### src/rtl/pic_pkg.sv
package pic_pkg;
  localparam int unsigned ADDR_CTRL      = 0;
  localparam int unsigned ADDR_MASK      = 1;
  localparam int unsigned ADDR_PEND      = 2;
  localparam int unsigned ADDR_PRIO      = 4;
  localparam int unsigned CTRL_GEN_BIT   = 0;
  localparam int unsigned CTRL_SPLIT_LSB = 4;
endpackage

### src/rtl/pic_regs.sv
module pic_regs import pic_pkg::*; #(
  parameter int unsigned N_SRC   = 8,
  parameter int unsigned PRIO_W  = 3,
  parameter int unsigned ADDR_W  = 5,
  parameter int unsigned DATA_W  = 32,
  localparam int unsigned IDX_W   = (N_SRC > 1) ? $clog2(N_SRC) : 1,
  localparam int unsigned SPLIT_W = $clog2(PRIO_W + 1)
) (
  input  logic                          clk_i,
  input  logic                          rst_ni,
  input  logic                          we_i,
  input  logic [ADDR_W-1:0]             addr_i,
  input  logic [DATA_W-1:0]             wdata_i,
  output logic [DATA_W-1:0]             rdata_o,
  input  logic [N_SRC-1:0]              req_i,
  input  logic                          ack_i,
  input  logic [IDX_W-1:0]              ack_idx_i,
  output logic                          gen_o,
  output logic [N_SRC-1:0]              mask_o,
  output logic [N_SRC-1:0]              pend_o,
  output logic [N_SRC-1:0][PRIO_W-1:0]  prio_o,
  output logic [SPLIT_W-1:0]            split_o
);
  logic [N_SRC-1:0]             req_q, pend_q, mask_q;
  logic [N_SRC-1:0]             rise, ack_vec, sw_clr;
  logic [N_SRC-1:0][PRIO_W-1:0] prio_q;
  logic                         gen_q;
  logic [SPLIT_W-1:0]           split_q, wsplit;
  logic                         unused_wdata;

  assign unused_wdata = ^wdata_i;
  assign rise   = req_i & ~req_q;
  assign wsplit = wdata_i[CTRL_SPLIT_LSB +: SPLIT_W];
  assign sw_clr = (we_i && addr_i == ADDR_W'(ADDR_PEND)) ? wdata_i[N_SRC-1:0] : '0;

  always_comb begin
    ack_vec = '0;
    if (ack_i) ack_vec[ack_idx_i] = 1'b1;
  end

  always_ff @(posedge clk_i or negedge rst_ni) begin
    if (!rst_ni) begin
      req_q   <= '0;
      pend_q  <= '0;
      mask_q  <= '0;
      gen_q   <= 1'b0;
      split_q <= '0;
    end else begin
      req_q  <= req_i;
      // a new event wins over a clear in the same cycle
      pend_q <= (pend_q & ~(ack_vec | sw_clr)) | rise;
      if (we_i && addr_i == ADDR_W'(ADDR_CTRL)) begin
        gen_q   <= wdata_i[CTRL_GEN_BIT];
        split_q <= (wsplit > SPLIT_W'(PRIO_W)) ? SPLIT_W'(PRIO_W) : wsplit;
      end
      if (we_i && addr_i == ADDR_W'(ADDR_MASK)) mask_q <= wdata_i[N_SRC-1:0];
    end
  end

  for (genvar i = 0; i < N_SRC; i++) begin : g_prio
    always_ff @(posedge clk_i or negedge rst_ni) begin
      if (!rst_ni)                                       prio_q[i] <= '0;
      else if (we_i && addr_i == ADDR_W'(ADDR_PRIO + i)) prio_q[i] <= wdata_i[PRIO_W-1:0];
    end


    pend_set_chk: assert property (@(posedge clk_i) disable iff (!rst_ni)
      $rose(req_i[i]) |=> pend_q[i]);
  end

  always_comb begin
    rdata_o = '0;
    if (addr_i == ADDR_W'(ADDR_CTRL)) begin
      rdata_o[CTRL_GEN_BIT]                 = gen_q;
      rdata_o[CTRL_SPLIT_LSB +: SPLIT_W]    = split_q;
    end
    if (addr_i == ADDR_W'(ADDR_MASK)) rdata_o[N_SRC-1:0] = mask_q;
    if (addr_i == ADDR_W'(ADDR_PEND)) rdata_o[N_SRC-1:0] = pend_q;
    for (int i = 0; i < N_SRC; i++)
      if (addr_i == ADDR_W'(ADDR_PRIO + i)) rdata_o[PRIO_W-1:0] = prio_q[i];
  end

  assign gen_o   = gen_q;
  assign mask_o  = mask_q;
  assign pend_o  = pend_q;
  assign prio_o  = prio_q;
  assign split_o = split_q;
endmodule

### src/rtl/pic_arb.sv
module pic_arb #(
  parameter int unsigned N_SRC  = 8,
  parameter int unsigned PRIO_W = 3,
  localparam int unsigned IDX_W = (N_SRC > 1) ? $clog2(N_SRC) : 1
) (
  input  logic [N_SRC-1:0]             cand_i,
  input  logic [N_SRC-1:0][PRIO_W-1:0] prio_i,
  output logic                         valid_o,
  output logic [IDX_W-1:0]             idx_o,
  output logic [PRIO_W-1:0]            prio_o
);
  // strict compare in ascending index order keeps the lowest index on ties
  always_comb begin
    valid_o = 1'b0;
    idx_o   = '0;
    prio_o  = '1;
    for (int i = 0; i < N_SRC; i++) begin
      if (cand_i[i] && (!valid_o || prio_i[i] < prio_o)) begin
        valid_o = 1'b1;
        idx_o   = IDX_W'(i);
        prio_o  = prio_i[i];
      end
    end
  end
endmodule

### src/rtl/pic_stack.sv
module pic_stack #(
  parameter int unsigned DEPTH = 8,
  parameter int unsigned LVL_W = 3,
  localparam int unsigned SP_W = $clog2(DEPTH + 1)
) (
  input  logic             clk_i,
  input  logic             rst_ni,
  input  logic             push_i,
  input  logic             pop_i,
  input  logic [LVL_W-1:0] lvl_i,
  output logic [LVL_W-1:0] top_o,
  output logic             empty_o,
  output logic             full_o
);
  logic [DEPTH-1:0][LVL_W-1:0] mem_q;
  logic [SP_W-1:0]             sp_q, sp_pop;
  logic                        pop_ok;

  assign empty_o = (sp_q == '0);
  assign full_o  = (sp_q == SP_W'(DEPTH));
  assign pop_ok  = pop_i && !empty_o;
  assign sp_pop  = sp_q - SP_W'(pop_ok);
  assign top_o   = empty_o ? '0 : mem_q[sp_q - SP_W'(1)];

  // pop is applied before push when both arrive together
  always_ff @(posedge clk_i or negedge rst_ni) begin
    if (!rst_ni) begin
      mem_q <= '0;
      sp_q  <= '0;
    end else begin
      if (push_i) mem_q[sp_pop] <= lvl_i;
      sp_q <= sp_pop + SP_W'(push_i);
    end
  end


  no_overflow_chk: assert property (@(posedge clk_i) disable iff (!rst_ni)
    push_i && !pop_i |-> !full_o);


  nest_order_chk: assert property (@(posedge clk_i) disable iff (!rst_ni)
    push_i && !pop_i && !empty_o |-> lvl_i < top_o);


  pop_empty_chk: assert property (@(posedge clk_i) disable iff (!rst_ni)
    pop_i && !push_i && empty_o |=> empty_o);
endmodule

### src/rtl/prio_irq_ctrl.sv
module prio_irq_ctrl #(
  parameter int unsigned N_SRC  = 8,
  parameter int unsigned PRIO_W = 3,
  parameter int unsigned ADDR_W = 5,
  parameter int unsigned DATA_W = 32,
  localparam int unsigned IDX_W   = (N_SRC > 1) ? $clog2(N_SRC) : 1,
  localparam int unsigned SPLIT_W = $clog2(PRIO_W + 1),
  localparam int unsigned DEPTH   = 1 << PRIO_W
) (
  input  logic              clk_i,
  input  logic              rst_ni,
  input  logic              reg_we_i,
  input  logic [ADDR_W-1:0] reg_addr_i,
  input  logic [DATA_W-1:0] reg_wdata_i,
  output logic [DATA_W-1:0] reg_rdata_o,
  input  logic [N_SRC-1:0]  irq_req_i,
  output logic              irq_o,
  output logic [IDX_W-1:0]  irq_id_o,
  input  logic              ack_i,
  input  logic              eoi_i
);
  logic                         gen;
  logic [N_SRC-1:0]             mask, pend, cand;
  logic [N_SRC-1:0][PRIO_W-1:0] prio;
  logic [SPLIT_W-1:0]           split, shamt;
  logic                         win_valid, ack_eff, stk_empty, stk_full;
  logic [IDX_W-1:0]             win_idx;
  logic [PRIO_W-1:0]            win_prio, win_lvl, top_lvl;

  pic_regs #(.N_SRC(N_SRC), .PRIO_W(PRIO_W), .ADDR_W(ADDR_W), .DATA_W(DATA_W)) u_regs (
    .clk_i, .rst_ni,
    .we_i(reg_we_i), .addr_i(reg_addr_i), .wdata_i(reg_wdata_i), .rdata_o(reg_rdata_o),
    .req_i(irq_req_i), .ack_i(ack_eff), .ack_idx_i(win_idx),
    .gen_o(gen), .mask_o(mask), .pend_o(pend), .prio_o(prio), .split_o(split)
  );

  assign cand = pend & mask & {N_SRC{gen}};

  pic_arb #(.N_SRC(N_SRC), .PRIO_W(PRIO_W)) u_arb (
    .cand_i(cand), .prio_i(prio),
    .valid_o(win_valid), .idx_o(win_idx), .prio_o(win_prio)
  );

  // preemption level = upper split bits of the priority
  assign shamt   = SPLIT_W'(PRIO_W) - split;
  assign win_lvl = win_prio >> shamt;

  pic_stack #(.DEPTH(DEPTH), .LVL_W(PRIO_W)) u_stack (
    .clk_i, .rst_ni,
    .push_i(ack_eff), .pop_i(eoi_i), .lvl_i(win_lvl),
    .top_o(top_lvl), .empty_o(stk_empty), .full_o(stk_full)
  );

  assign irq_o    = win_valid && (stk_empty || win_lvl < top_lvl);
  assign irq_id_o = win_idx;
  assign ack_eff  = ack_i && irq_o;


  irq_gen_chk: assert property (@(posedge clk_i) disable iff (!rst_ni)
    irq_o |-> gen);


  irq_en_chk: assert property (@(posedge clk_i) disable iff (!rst_ni)
    irq_o |-> mask[irq_id_o] && pend[irq_id_o]);


  irq_room_chk: assert property (@(posedge clk_i) disable iff (!rst_ni)
    irq_o |-> !stk_full);

  for (genvar i = 0; i < N_SRC; i++) begin : g_chk

    win_order_chk: assert property (@(posedge clk_i) disable iff (!rst_ni)
      irq_o && cand[i] |-> (prio[i] > win_prio) ||
                           (prio[i] == win_prio && IDX_W'(i) >= irq_id_o));
  end
endmodule

### config.mk
export PLATFORM = sky130hd
export DESIGN_NAME = prio_irq_ctrl
export DESIGN_NICKNAME = d
export VERILOG_FILES = /design/src/rtl/pic_pkg.sv /design/src/rtl/pic_regs.sv /design/src/rtl/pic_arb.sv /design/src/rtl/pic_stack.sv /design/src/rtl/prio_irq_ctrl.sv
export SDC_FILE = /design/constraint.sdc
export NUM_CORES = 1
export LEC_CHECK = 0
export ABC_AREA = 1
export ABC_CLOCK_PERIOD_IN_PS = 11600
export BUFFER_PORTS_ARGS = -buffer_cell sky130_fd_sc_hd__buf_2
export CORE_MARGIN = 2
export CORE_UTILIZATION = 37
export DETAILED_ROUTE_END_ITERATION = 12
export GPL_ROUTABILITY_DRIVEN = 1
export HOLD_SLACK_MARGIN = 0.05
export PLACE_DENSITY = 0.59
export SETUP_SLACK_MARGIN = 0.15
export SYNTH_ARGS = -nofsm -noshare
export SYNTH_HDL_FRONTEND = slang
export SYNTH_SLANG_ARGS = --single-unit
### constraint.sdc
create_clock -name clk_i -period 11.6 [get_ports clk_i]
set_input_delay 1.16 -clock clk_i [delete_from_list [all_inputs] [get_ports clk_i]]
set_output_delay 1.16 -clock clk_i [all_outputs]
set_load 0.005 [all_outputs]
==> impl_metrics.tcl <==
set metrics [dict create \
    drt_iter0_drc 349 \
    die_area_mm2 0.0150 \
    yosys_warnings 0 \
    synth_area_leaders "dfrtp_1 38%, nand2_1 14%, inv_1 6.7%, nand4_1 5.4%, o21ai_0 5.2%" \
    grtUsageTotal 0.188 \
    dpl_cell_area_mm2 0.00547 \
    fin_crit_ps 10390 \
    row_count 43 \
    internal-power_uw 721 \
    critPathLaunchType "flip-flop" \
    path_max_fanout 25 \
    p_leak_nw 3.05 \
    slew_headroom 0.357 \
    drt-total-wl_um 13400 \
    finalSetupViolCount 0 \
    cts_inserted_buffers 9 \
    drc 0 \
    synth_top_area_share 0.380 \
    cts.sinks 79 \
    die_y_um 123 \
    synth_most_common_cell "nand2_1" \
    switchingPower_uw 618 \
    cpMostUsedCell "nand2_1" \
    synth.distinct_cells 39 \
    slew_violations 0 \
    core-area_mm2 0.0138 \
    ant_nets 0 \
    period_share 0.896 \
    post_cts_buffers 0 \
    drt_pass1_iterations 5 \
    fin_worst_skew_ps 6.26 \
    maxCapViolCount 0 \
    cts_hold_buf 0 \
    fin_nets 822 \
    pwr-share-seq 0.295 \
    post-route-util 0.418 \
    power_frac_comb 0.481 \
    netlist_area_mm2 0.00521 \
    area_growth_syn_to_layout_pct 11.1 \
    yosys.area.top_type "dfrtp_1" \
    cts_root_buffer "clkbuf_16" \
    dp_slack_ps 1560 \
    cts_tree "done" \
    status "finished, final reports clean" \
    clk_latency_ps 340 \
    instances_no_fill 943 \
    finalPower_mw 1.34 \
    synthFlopType "dfrtp_1" \
    grt_pass1_wl_um 21900 \
    grt_max_degree 50 \
    path_clk_slew_ps 60 \
    p_sw_frac 0.462 \
    place.detailed.hpwl_um 9960 \
    cts.repair.resized 0 \
    critPathKind "reg2out" \
    dpl.cell_count 927 \
    synth_enable_flop_cells 0 \
    clockBufferDepth 2 \
    power_density_mw_per_mm2 232 \
    worst_slack_ps 1210 \
    syn_inst 722 \
    synthArstFlopShare 1.00 \
    hold-worst-slack_ps 477 \
    dieWidth_um 123 \
    synth-seq-area-share 0.380 \
    antenna_found_initial 0 \
    rsz0062_at_grt "no" \
    wire_per_inst_um 14.2 \
    worstMarginPinSlew_ps 957 \
    slowest_delay_ps 540 \
    overflow 0 \
    end_kind "output pin" \
    grt_pass1_vias 4221 \
    fmax_mhz 96.2 \
    yosys-top-cells-count "198 x nand2_1, 93 x inv_1, 79 x dfrtp_1" \
    slowest_stage "a31oi_2" \
    htreeDepth 3 \
    num_io_pins 86 \
    antenna_cells 0 \
    viasPerCell 4.95 \
    design_area_mm2 0.00578 \
    min_path_type "reg2reg" \
    tns_ps 0 \
    syn_area_per_cell_um2 7.21 \
    finalHoldViolations 0 \
    worst_ep_required_time_ps 10440 \
    synth-seq-cells 79 \
    start_util 0.377 \
    clock_power_share 0.224 \
    drive_gt1_frac 0.119 \
    peakVddDrop_mv 0.107 \
    gp_congestion 0.866 \
    vias 4672 \
    worstPathArrival_ps 9230 \
    port_buffers 37 \
]
==> per-layer routing <==
layer	share of wire	track usage	routed length, um
met5	0	0	0
met4	0.013	0.0625	170
met3	0.042	0.0172	557
met2	0.44	0.278	5840
met1	0.51	0.287	6810
==> flip-flops by register name, indices dropped and copies added (netlist names) <==
signal	flops
u_regs.pend_o	8
u_stack.sp_q	4
u_regs.split_o	2
u_regs.gen_o	1
u_stack.mem_q	24
u_regs.mask_o	8
u_regs.req_q	8
u_regs.prio_o	24
==> power groups by stage <==
stage / combinational (mW) / clock, mW / sequential (mW)
floorplan: 0.532 / 0 / 0.376
global placement: 0.637 / 0 / 0.398
detailed placement: 0.640 / 0 / 0.399
CTS: 0.643 / 0.306 / 0.394
global route: 0.733 / 0.318 / 0.404
finish: 0.643 / 0.300 / 0.395
==> cell type report <==
cell class              instances  area [um2]
inverters                      99         372
repair buffers                 40         210
multi-input cells             529        2690
clock inverters                 7        86.3
well taps                     180         225
fillers                      1450        8050
clock buffers                   9         225
flip-flops and latches         79        1980
==> layout by cell type (no fill, tap or decap), drive strengths merged, types with 3 or more instances in the layout <==
cell and instances:
nand2 219, inv 99, dfrtp 79, nor2 62, o21ai 54, nand4 45
nand3 41, buf 40, conb 24, a21oi 19, ha 14, nor3 13
clkbuf 9, o22ai 8, o211ai 5, clkinv 5, xnor2 4, and2 3
o221ai 3, a221oi 3
==> kinds of logic after synthesis <==
| logic type | after synthesis | share of synthesized area |
|---|---|---|
| simple gates | 388 | 0.347 |
| compound gates | 98 | 0.109 |
| xor+xnor | 5 | 0.00841 |
| buf+inv | 137 | 0.121 |
| fa+ha+maj | 14 | 0.0336 |
| other cells | 1 | 0.000720 |
| flops | 79 | 0.380 |
==> critical path, delay by kind of cell (launching register included) <==
family                     cells  cell delay [ps]
and+or+nand+nor               35             2890
adders and majority gates      7             2080
buffers and inverters          9              830
AOI/OAI and AO/OA             10             2640
DFF                            1              440
==> path summary, 6_finish.rpt <==
kind                                    end  cells past startpoint             from  slack [ps]
max in group asynchronous      u_regs.gen_o                      2           rst_ni        9870
max reg2reg                 u_stack.sp_q[2]                     63     u_regs.gen_o        2380
max                                   irq_o                     61     u_regs.gen_o        1210
min                        u_regs.pend_o[1]                      3  u_regs.req_q[1]         480
min in group asynchronous  u_regs.prio_o[6]                      1           rst_ni         750
min reg2reg                u_regs.pend_o[1]                      3  u_regs.req_q[1]         480
No activity file was read; power rests on OpenSTA's default activity.
